**config.mk**
```make
export PLATFORM = sky130hd
export DESIGN_NAME = pld_macrocell
export DESIGN_NICKNAME = d
export VERILOG_FILES = /design/src/rtl/pld_mc_pkg.sv /design/src/rtl/pld_mc_sum.sv /design/src/rtl/pld_mc_edge.sv /design/src/rtl/pld_mc_reg.sv /design/src/rtl/pld_macrocell.sv
export SDC_FILE = /design/constraint.sdc
export NUM_CORES = 1
export LEC_CHECK = 0
export ABC_AREA = 1
export BUFFER_PORTS_ARGS = -buffer_cell sky130_fd_sc_hd__buf_2
export CAP_MARGIN = 20
export CELL_PAD_IN_SITES_DETAIL_PLACEMENT = 1
export CELL_PAD_IN_SITES_GLOBAL_PLACEMENT = 2
export CORE_MARGIN = 3
export CORE_UTILIZATION = 11
export DETAILED_ROUTE_END_ITERATION = 7
export HOLD_SLACK_MARGIN = 0.03
export PLACE_DENSITY_LB_ADDON = 0.1
export SLEW_MARGIN = 40
export SYNTH_ARGS = -nofsm -noshare
export SYNTH_HDL_FRONTEND = slang
export SYNTH_SLANG_ARGS = --single-unit
```
**constraint.sdc**
```tcl
create_clock -name clk -period 0.9 [get_ports clk]
set_input_delay 0.135 -clock clk [delete_from_list [all_inputs] [get_ports clk]]
set_output_delay 0.135 -clock clk [all_outputs]
set_load 0.02 [all_outputs]
```
**src/rtl/pld_mc_pkg.sv**
```systemverilog
// Package pld_mc_pkg
// Shared configuration encodings for the output cell.
// Assumes each configuration bit is static while the cell is in use.
package pld_mc_pkg;
    typedef enum logic { FF_DATA = 1'b0, FF_TOGGLE = 1'b1 } ff_kind_e;
    typedef enum logic { CK_TERM = 1'b0, CK_PIN = 1'b1 } ck_src_e;
    typedef enum logic { SUM_MERGED = 1'b0, SUM_SPLIT = 1'b1 } sum_mode_e;
    typedef enum logic { PIN_COMB = 1'b0, PIN_REG = 1'b1 } pin_mode_e;
endpackage

```
**src/rtl/pld_mc_sum.sv**
```systemverilog
// Module pld_mc_sum
// ORs the two product-term groups into sums, then derives the flip-flop
// data input and the combinational result according to the sum mode.
// Assumes PT_A and PT_B are both at least 1.
module pld_mc_sum
    import pld_mc_pkg::*;
#(
    parameter int PT_A = 8,
    parameter int PT_B = 4
) (
    input  logic            sum_mode,
    input  logic [PT_A-1:0] terms_a,
    input  logic [PT_B-1:0] terms_b,
    output logic            d_sum,
    output logic            comb_sum
);
    logic sum_a;
    logic sum_b;

    // OR of each product-term group
    always_comb begin
        sum_a = |terms_a;
        sum_b = |terms_b;
    end

    // route sums to the flip-flop and to the combinational path
    always_comb begin
        if (sum_mode_e'(sum_mode) == SUM_SPLIT) begin
            d_sum    = sum_a;
            comb_sum = sum_b;
        end else begin
            d_sum    = sum_a | sum_b;
            comb_sum = sum_a | sum_b;
        end
    end
endmodule

```
**src/rtl/pld_mc_edge.sv**
```systemverilog
// Module pld_mc_edge
// Picks the clock source and detects its rising edge in the system clock
// domain, producing a one-cycle active-edge strobe.
// Assumes both sources are synchronous to clk or already synchronised.
module pld_mc_edge
    import pld_mc_pkg::*;
(
    input  logic clk,
    input  logic rst_n,
    input  logic src_sel,
    input  logic term_clk,
    input  logic pin_clk,
    output logic act_edge
);
    logic sel_clk;
    logic sel_prev;

    // clock source multiplexer
    always_comb sel_clk = (ck_src_e'(src_sel) == CK_PIN) ? pin_clk : term_clk;

    // remember last sampled level of the chosen source
    always_ff @(posedge clk) begin
        if (!rst_n) sel_prev <= 1'b0;
        else        sel_prev <= sel_clk;
    end

    // rising edge of the chosen source
    always_comb act_edge = sel_clk & ~sel_prev;


    edge_single_chk: assert property (@(posedge clk) disable iff (!rst_n)
        act_edge |=> !act_edge);
endmodule

```
**src/rtl/pld_mc_reg.sv**
```systemverilog
// Module pld_mc_reg
// The cell's storage element: asynchronous clear, preload, synchronous
// preset and data/toggle update, in that priority order.
// Assumes clr is a clean product term; the preload strobe acts on clk.
module pld_mc_reg
    import pld_mc_pkg::*;
(
    input  logic clk,
    input  logic rst_n,
    input  logic kind,
    input  logic act_edge,
    input  logic d_in,
    input  logic clr,
    input  logic preset,
    input  logic pl_en,
    input  logic pl_val,
    output logic q
);
    logic q_upd;

    // next value on an active edge without overrides
    always_comb begin
        if (ff_kind_e'(kind) == FF_TOGGLE) q_upd = q ^ d_in;
        else                               q_upd = d_in;
    end

    // state register with clear > reset > preload > preset > update
    always_ff @(posedge clk or posedge clr) begin
        if (clr)              q <= 1'b0;
        else if (!rst_n)      q <= 1'b0;
        else if (pl_en)       q <= pl_val;
        else if (act_edge)    q <= preset ? 1'b1 : q_upd;
    end


    clr_zero_chk: assert property (@(posedge clk) disable iff (!rst_n)
        clr |-> (q == 1'b0));

    preset_set_chk: assert property (@(posedge clk) disable iff (!rst_n)
        (act_edge && preset && !pl_en && !clr) |=> (q || clr));

    toggle_flip_chk: assert property (@(posedge clk) disable iff (!rst_n)
        (act_edge && kind && d_in && !preset && !pl_en && !clr)
        |=> ((q != $past(q)) || clr));

    no_edge_hold_chk: assert property (@(posedge clk) disable iff (!rst_n)
        (!act_edge && !pl_en && !clr) |=> ($stable(q) || clr));
endmodule

```
**src/rtl/pld_macrocell.sv**
```systemverilog
// Module pld_macrocell
// One configurable output cell: sum combining, clock selection, storage
// element, pin multiplexer with enable, and array feedback.
// Assumes cfg_* inputs are static; the pad itself lives outside.
module pld_macrocell
    import pld_mc_pkg::*;
#(
    parameter int PT_A = 8,
    parameter int PT_B = 4
) (
    input  logic            clk,
    input  logic            rst_n,
    input  logic            cfg_ttype,
    input  logic            cfg_pinclk,
    input  logic            cfg_sep,
    input  logic            cfg_reg,
    input  logic [PT_A-1:0] pt_a,
    input  logic [PT_B-1:0] pt_b,
    input  logic            clk_pt,
    input  logic            pin_clk,
    input  logic            clr_pt,
    input  logic            oe_pt,
    input  logic            sync_preset,
    input  logic            pl_en,
    input  logic            pl_val,
    output logic            pin_out,
    output logic            pin_oe,
    output logic            fb
);
    logic d_sum;
    logic comb_sum;
    logic act_edge;
    logic q;

    pld_mc_sum #(.PT_A(PT_A), .PT_B(PT_B)) u_sum (
        .sum_mode (cfg_sep),
        .terms_a  (pt_a),
        .terms_b  (pt_b),
        .d_sum    (d_sum),
        .comb_sum (comb_sum)
    );

    pld_mc_edge u_edge (
        .clk      (clk),
        .rst_n    (rst_n),
        .src_sel  (cfg_pinclk),
        .term_clk (clk_pt),
        .pin_clk  (pin_clk),
        .act_edge (act_edge)
    );

    pld_mc_reg u_reg (
        .clk      (clk),
        .rst_n    (rst_n),
        .kind     (cfg_ttype),
        .act_edge (act_edge),
        .d_in     (d_sum),
        .clr      (clr_pt),
        .preset   (sync_preset),
        .pl_en    (pl_en),
        .pl_val   (pl_val),
        .q        (q)
    );

    // pin value, driver enable and feedback
    always_comb begin
        pin_out = (pin_mode_e'(cfg_reg) == PIN_REG) ? q : comb_sum;
        pin_oe  = oe_pt;
        fb      = q;
    end


    reg_pin_chk: assert property (@(posedge clk) disable iff (!rst_n)
        cfg_reg |-> (pin_out == fb));

    split_comb_chk: assert property (@(posedge clk) disable iff (!rst_n)
        (cfg_sep && !cfg_reg) |-> (pin_out == (|pt_b)));

    merged_comb_chk: assert property (@(posedge clk) disable iff (!rst_n)
        (!cfg_sep && !cfg_reg) |-> (pin_out == ((|pt_a) | (|pt_b))));
endmodule

```
Word-level counts from Yosys, hierarchy flattened. Cells that the tools add are included.

Eq/ne operators: 1. Multiplexer cells: 9. Bitwise logic cells: 4. Reductions and logical operators: 2.

Operators by type and width (count): $mux 1 (9); $reduce_or 8->1 (1); $reduce_or 4->1 (1); $ne 3x1->1 const B (1); $and 1x1->1 (1); $not 1->1 (1); $or 1x1->1 (1); $xor 1x1->1 (1).

Flip-flop bits (word level): 2. Input bits: 25. Output and inout bits: 3. Logic and storage cells: 18.

Logic depth before layout (Yosys ltp).
Depth after elaboration: 9. Gate-level depth with buffers: 9. Mapped depth without buffers: 9.

Hierarchy. Synthesis repeated with hierarchy kept, for this count alone.

Cell total of the unflattened synthesis: 47. Area total of the unflattened synthesis: 226.5 um2.

By module, submodules not included: pld_mc_reg (times used 1, cells each 16, area each 86.3 um2, seq. area each 25.0 um2); pld_mc_sum (times used 1, cells each 16, area each 63.8 um2, seq. area each 0.0 um2); pld_mc_edge (times used 1, cells each 10, area each 53.8 um2, seq. area each 20.0 um2); pld_macrocell (times used 1, cells each 5, area each 22.5 um2, seq. area each 0.0 um2).

Worst setup path after synthesis. OpenSTA, ideal clock, no wires.

Kind: reg-to-reg. From: reg u_reg.q. To: reg u_reg.q. Library setup time: 0.117 ns. Data arrival time: 0.816 ns. Required time: 0.783 ns. Slack: -0.033 ns. Stages on the path, launching flop included: 8. Path buffers: 0. Clock period less this slack: 0.933 ns. Path through: dfrtp_1 > nand2_1 > inv_1 > nand2_1 > nand2_1 > nand2_1 > nand2_1 > nand2_1.

Cells in the longest elaborated chain, start to end: 6.

Ends and longest elaborated chain: start, declared (RTL line pld_mc_reg.sv:17) `output logic q`; start signal, assigned (RTL line pld_mc_reg.sv:31) `else if (pl_en) q <= pl_val;`; start signal, assigned (RTL line pld_mc_reg.sv:32) `else if (act_edge) q <= preset ? 1'b1 : q_upd;`; $xor 1x1->1 (RTL line pld_mc_reg.sv:23) `if (ff_kind_e'(kind) == FF_TOGGLE) q_upd = q ^ d_in;`; $mux 1 (RTL line pld_mc_reg.sv:23); $mux 1 (2 in a row) (RTL line pld_mc_reg.sv:32); $mux 1 (RTL line pld_mc_reg.sv:31); $mux 1 (RTL line pld_mc_reg.sv:30) `else if (!rst_n) q <= 1'b0;`.

Every way passes these cells. The select of a mux whose other input is x is not followed. A chain may end at the register's enable or synchronous reset.

Worst setup path after layout.
From: reg u_reg.q. To: out pin_out.

Cells in the longest elaborated chain, start to end: 1.

Ends and longest elaborated chain: $mux 1 (RTL line pld_macrocell.sv:67) `pin_out = (pin_mode_e'(cfg_reg) == PIN_REG) ? q : comb_sum;`; end, declared (RTL line pld_macrocell.sv:26) `output logic pin_out,`.

Every way passes these cells.

==> results.json <==
{
  "status": "finished with violations",
  "grt_remaining_overflow": 0,
  "nets": 97,
  "via_per_inst": 3.52,
  "track_usage": 0.0649,
  "num_rows": 15,
  "synthDistinctLibCells": 14,
  "netlist_instances": 39,
  "dp_hpwl_um": 719,
  "final_common_cell": "buf_2",
  "worst_slack_ps": -132,
  "slew_headroom": 0.849,
  "grt_pass1_wl_um": 1250,
  "yosysSeqAreaShare": 0.209,
  "cts_buffer_depth": 2,
  "nFillCells": 250,
  "critPathMaxStageDelay_ps": 420,
  "wire_per_inst_um": 8.67,
  "ios": 28,
  "hold_ws_ps": 177,
  "netlist_area_sq_um": 215,
  "drt_iter0_markers": 0,
  "path_buf_inv": 1,
  "cpLargestDelayFamily": "flip-flops",
  "hold_viol": 0,
  "pre_cts_ws_ps": -133,
  "tns_ps": -283,
  "wl_um": 832,
  "power_density_nw_per_um2": 1070,
  "core_sq_um": 1780,
  "arrival_ps": 900,
  "rsz0062_at_grt": "true",
  "violations": "negative setup slack",
  "antenna_cells": 0,
  "hp-class": "in2reg",
  "synth-seq-cells": 2,
  "setup_viol": 3,
  "worst_skew_pair.late_latency_ps": 230,
  "htreeDepth": 1,
  "antenna_found_initial": 0,
  "cts_tree": "done",
  "cts_root_buf": "clkbuf_4",
  "skew_ps": 11.0,
  "drc": 0,
  "syn2layout_area_growth_pct": 108,
  "globalplace.congestion": 0.631,
  "critPathKind": "reg2out",
  "min_period_over_period": 1.15,
  "die_w_um": 50.2,
  "layout_common_cells": "buf_2, nand2_1, nor2_1",
  "clock.fmax_mhz": 969,
  "drv_cap": 0,
  "cts_inserted_buffers": 3,
  "cp_slowest_cell": "dfrtp_2",
  "port-buffer-count": 25,
  "maxSlewViolCount": 0,
  "cp.required_ps": 760,
  "yosysWarnings": 0,
  "path_max_fanout": 3,
  "die_h_um": 50.2,
  "cts.sink_count": 2,
  "power_leakage_nw": 0.249,
  "crit_chain": "nand2_2 > o21ai_2 > buf_6",
  "initial_core_util": 0.121,
  "cp-start-kind": "register",
  "worst_pin_slew_ps": 224,
  "min_period_ps": 1030,
  "drive_gt1_frac": 0.521,
  "final_util": 0.251,
  "clk_pin_slew_ps": 40,
  "dr.pass1.iters": 1,
  "end_kind": "output port",
  "syn-mean-instance-area_sq_um": 5.52,
  "vias": 338,
  "fp.dieArea_sq_um": 2520,
  "grt_max_degree": 5,
  "ir_drop_v": 0.000331,
  "grt_pass1_vias": 344,
  "postRouteAntennaNets": 0,
  "postSynthNetCount": 64
}
## cell type report
cell class / count / area, sq um / area share
Tap cell: 25 / 31.3 / 0.0700
Timing Repair Buffer: 29 / 174 / 0.389
Inverter: 6 / 22.5 / 0.0504
Multi-Input combinational cell: 30 / 146 / 0.328
Sequential cell: 2 / 46.3 / 0.104
Clock buffer: 4 / 26.3 / 0.0588
## cells by family after synthesis
logic type             synth area share
AOI/OAI and AO/OA                 0.174
and+or+nand+nor                   0.477
buffers and inverters             0.140
DFF                               0.209
## per-stage QoR
step           power [mW]  instance area [sq um]  cells
3_3_place_gp        0.232                    377     89
5_1_grt             0.526                    447     96
6_report            0.478                    447     96
2_1_floorplan       0.164                    220     39
4_1_cts             0.492                    439     95
3_5_place_dp        0.234                    377     89
## state kept, by name, indices dropped and copies added (netlist names)
name             count
u_edge.sel_prev      1
u_reg.q              1
## final timing paths
check	cells past startpoint	startpoint	endpoint	slack (ps)
max	3	u_reg.q	pin_out	-130
min	2	rst_n	u_edge.sel_prev	180
max reg2reg	4	u_reg.q	u_reg.q	-20
min reg2reg	4	u_edge.sel_prev	u_reg.q	580
max in group asynchronous	3	clr_pt	u_reg.q	500
min in group asynchronous	3	clr_pt	u_reg.q	290
## cell usage after synthesis (all sizes together)
| cell | number | share of area |
|---|---|---|
| a31oi | 1 | 0.058 |
| and2 | 1 | 0.029 |
| buf | 1 | 0.035 |
| dfrtp | 1 | 0.12 |
| dfxtp | 1 | 0.093 |
| inv | 6 | 0.10 |
| nand2 | 14 | 0.24 |
| nand3 | 1 | 0.023 |
| nand4 | 1 | 0.029 |
| nor2 | 8 | 0.15 |
| o21ai | 3 | 0.070 |
| o21ba | 1 | 0.047 |
## repair_timing
item	4_1_cts	5_1_grt
hold endpoints to repair	1	0
hold buffers	1	0
resized for setup	6	0
buffers inserted	1	1
setup endpoints to repair	3	3
pin swaps	0	1
## per-layer routing
metal | wire length, um | vias to the layer above | share of wire | global-route usage
li1 | - | 182 | - | -
met1 | 280 | 143 | 0.34 | 0.0587
met2 | 473 | 13 | 0.57 | 0.117
met3 | 78 | 0 | 0.094 | 0.0356
met4 | 0 | 0 | 0 | 0.0276
met5 | 0 | - | 0 | 0
## report_power, final
part           switching (mW)  leakage [nW]  internal (mW)
clock network          0.0560        0.0150          0.165
logic                  0.0652         0.215         0.0876
registers             0.00643        0.0196         0.0981
No activity file was read; power rests on OpenSTA's default activity.
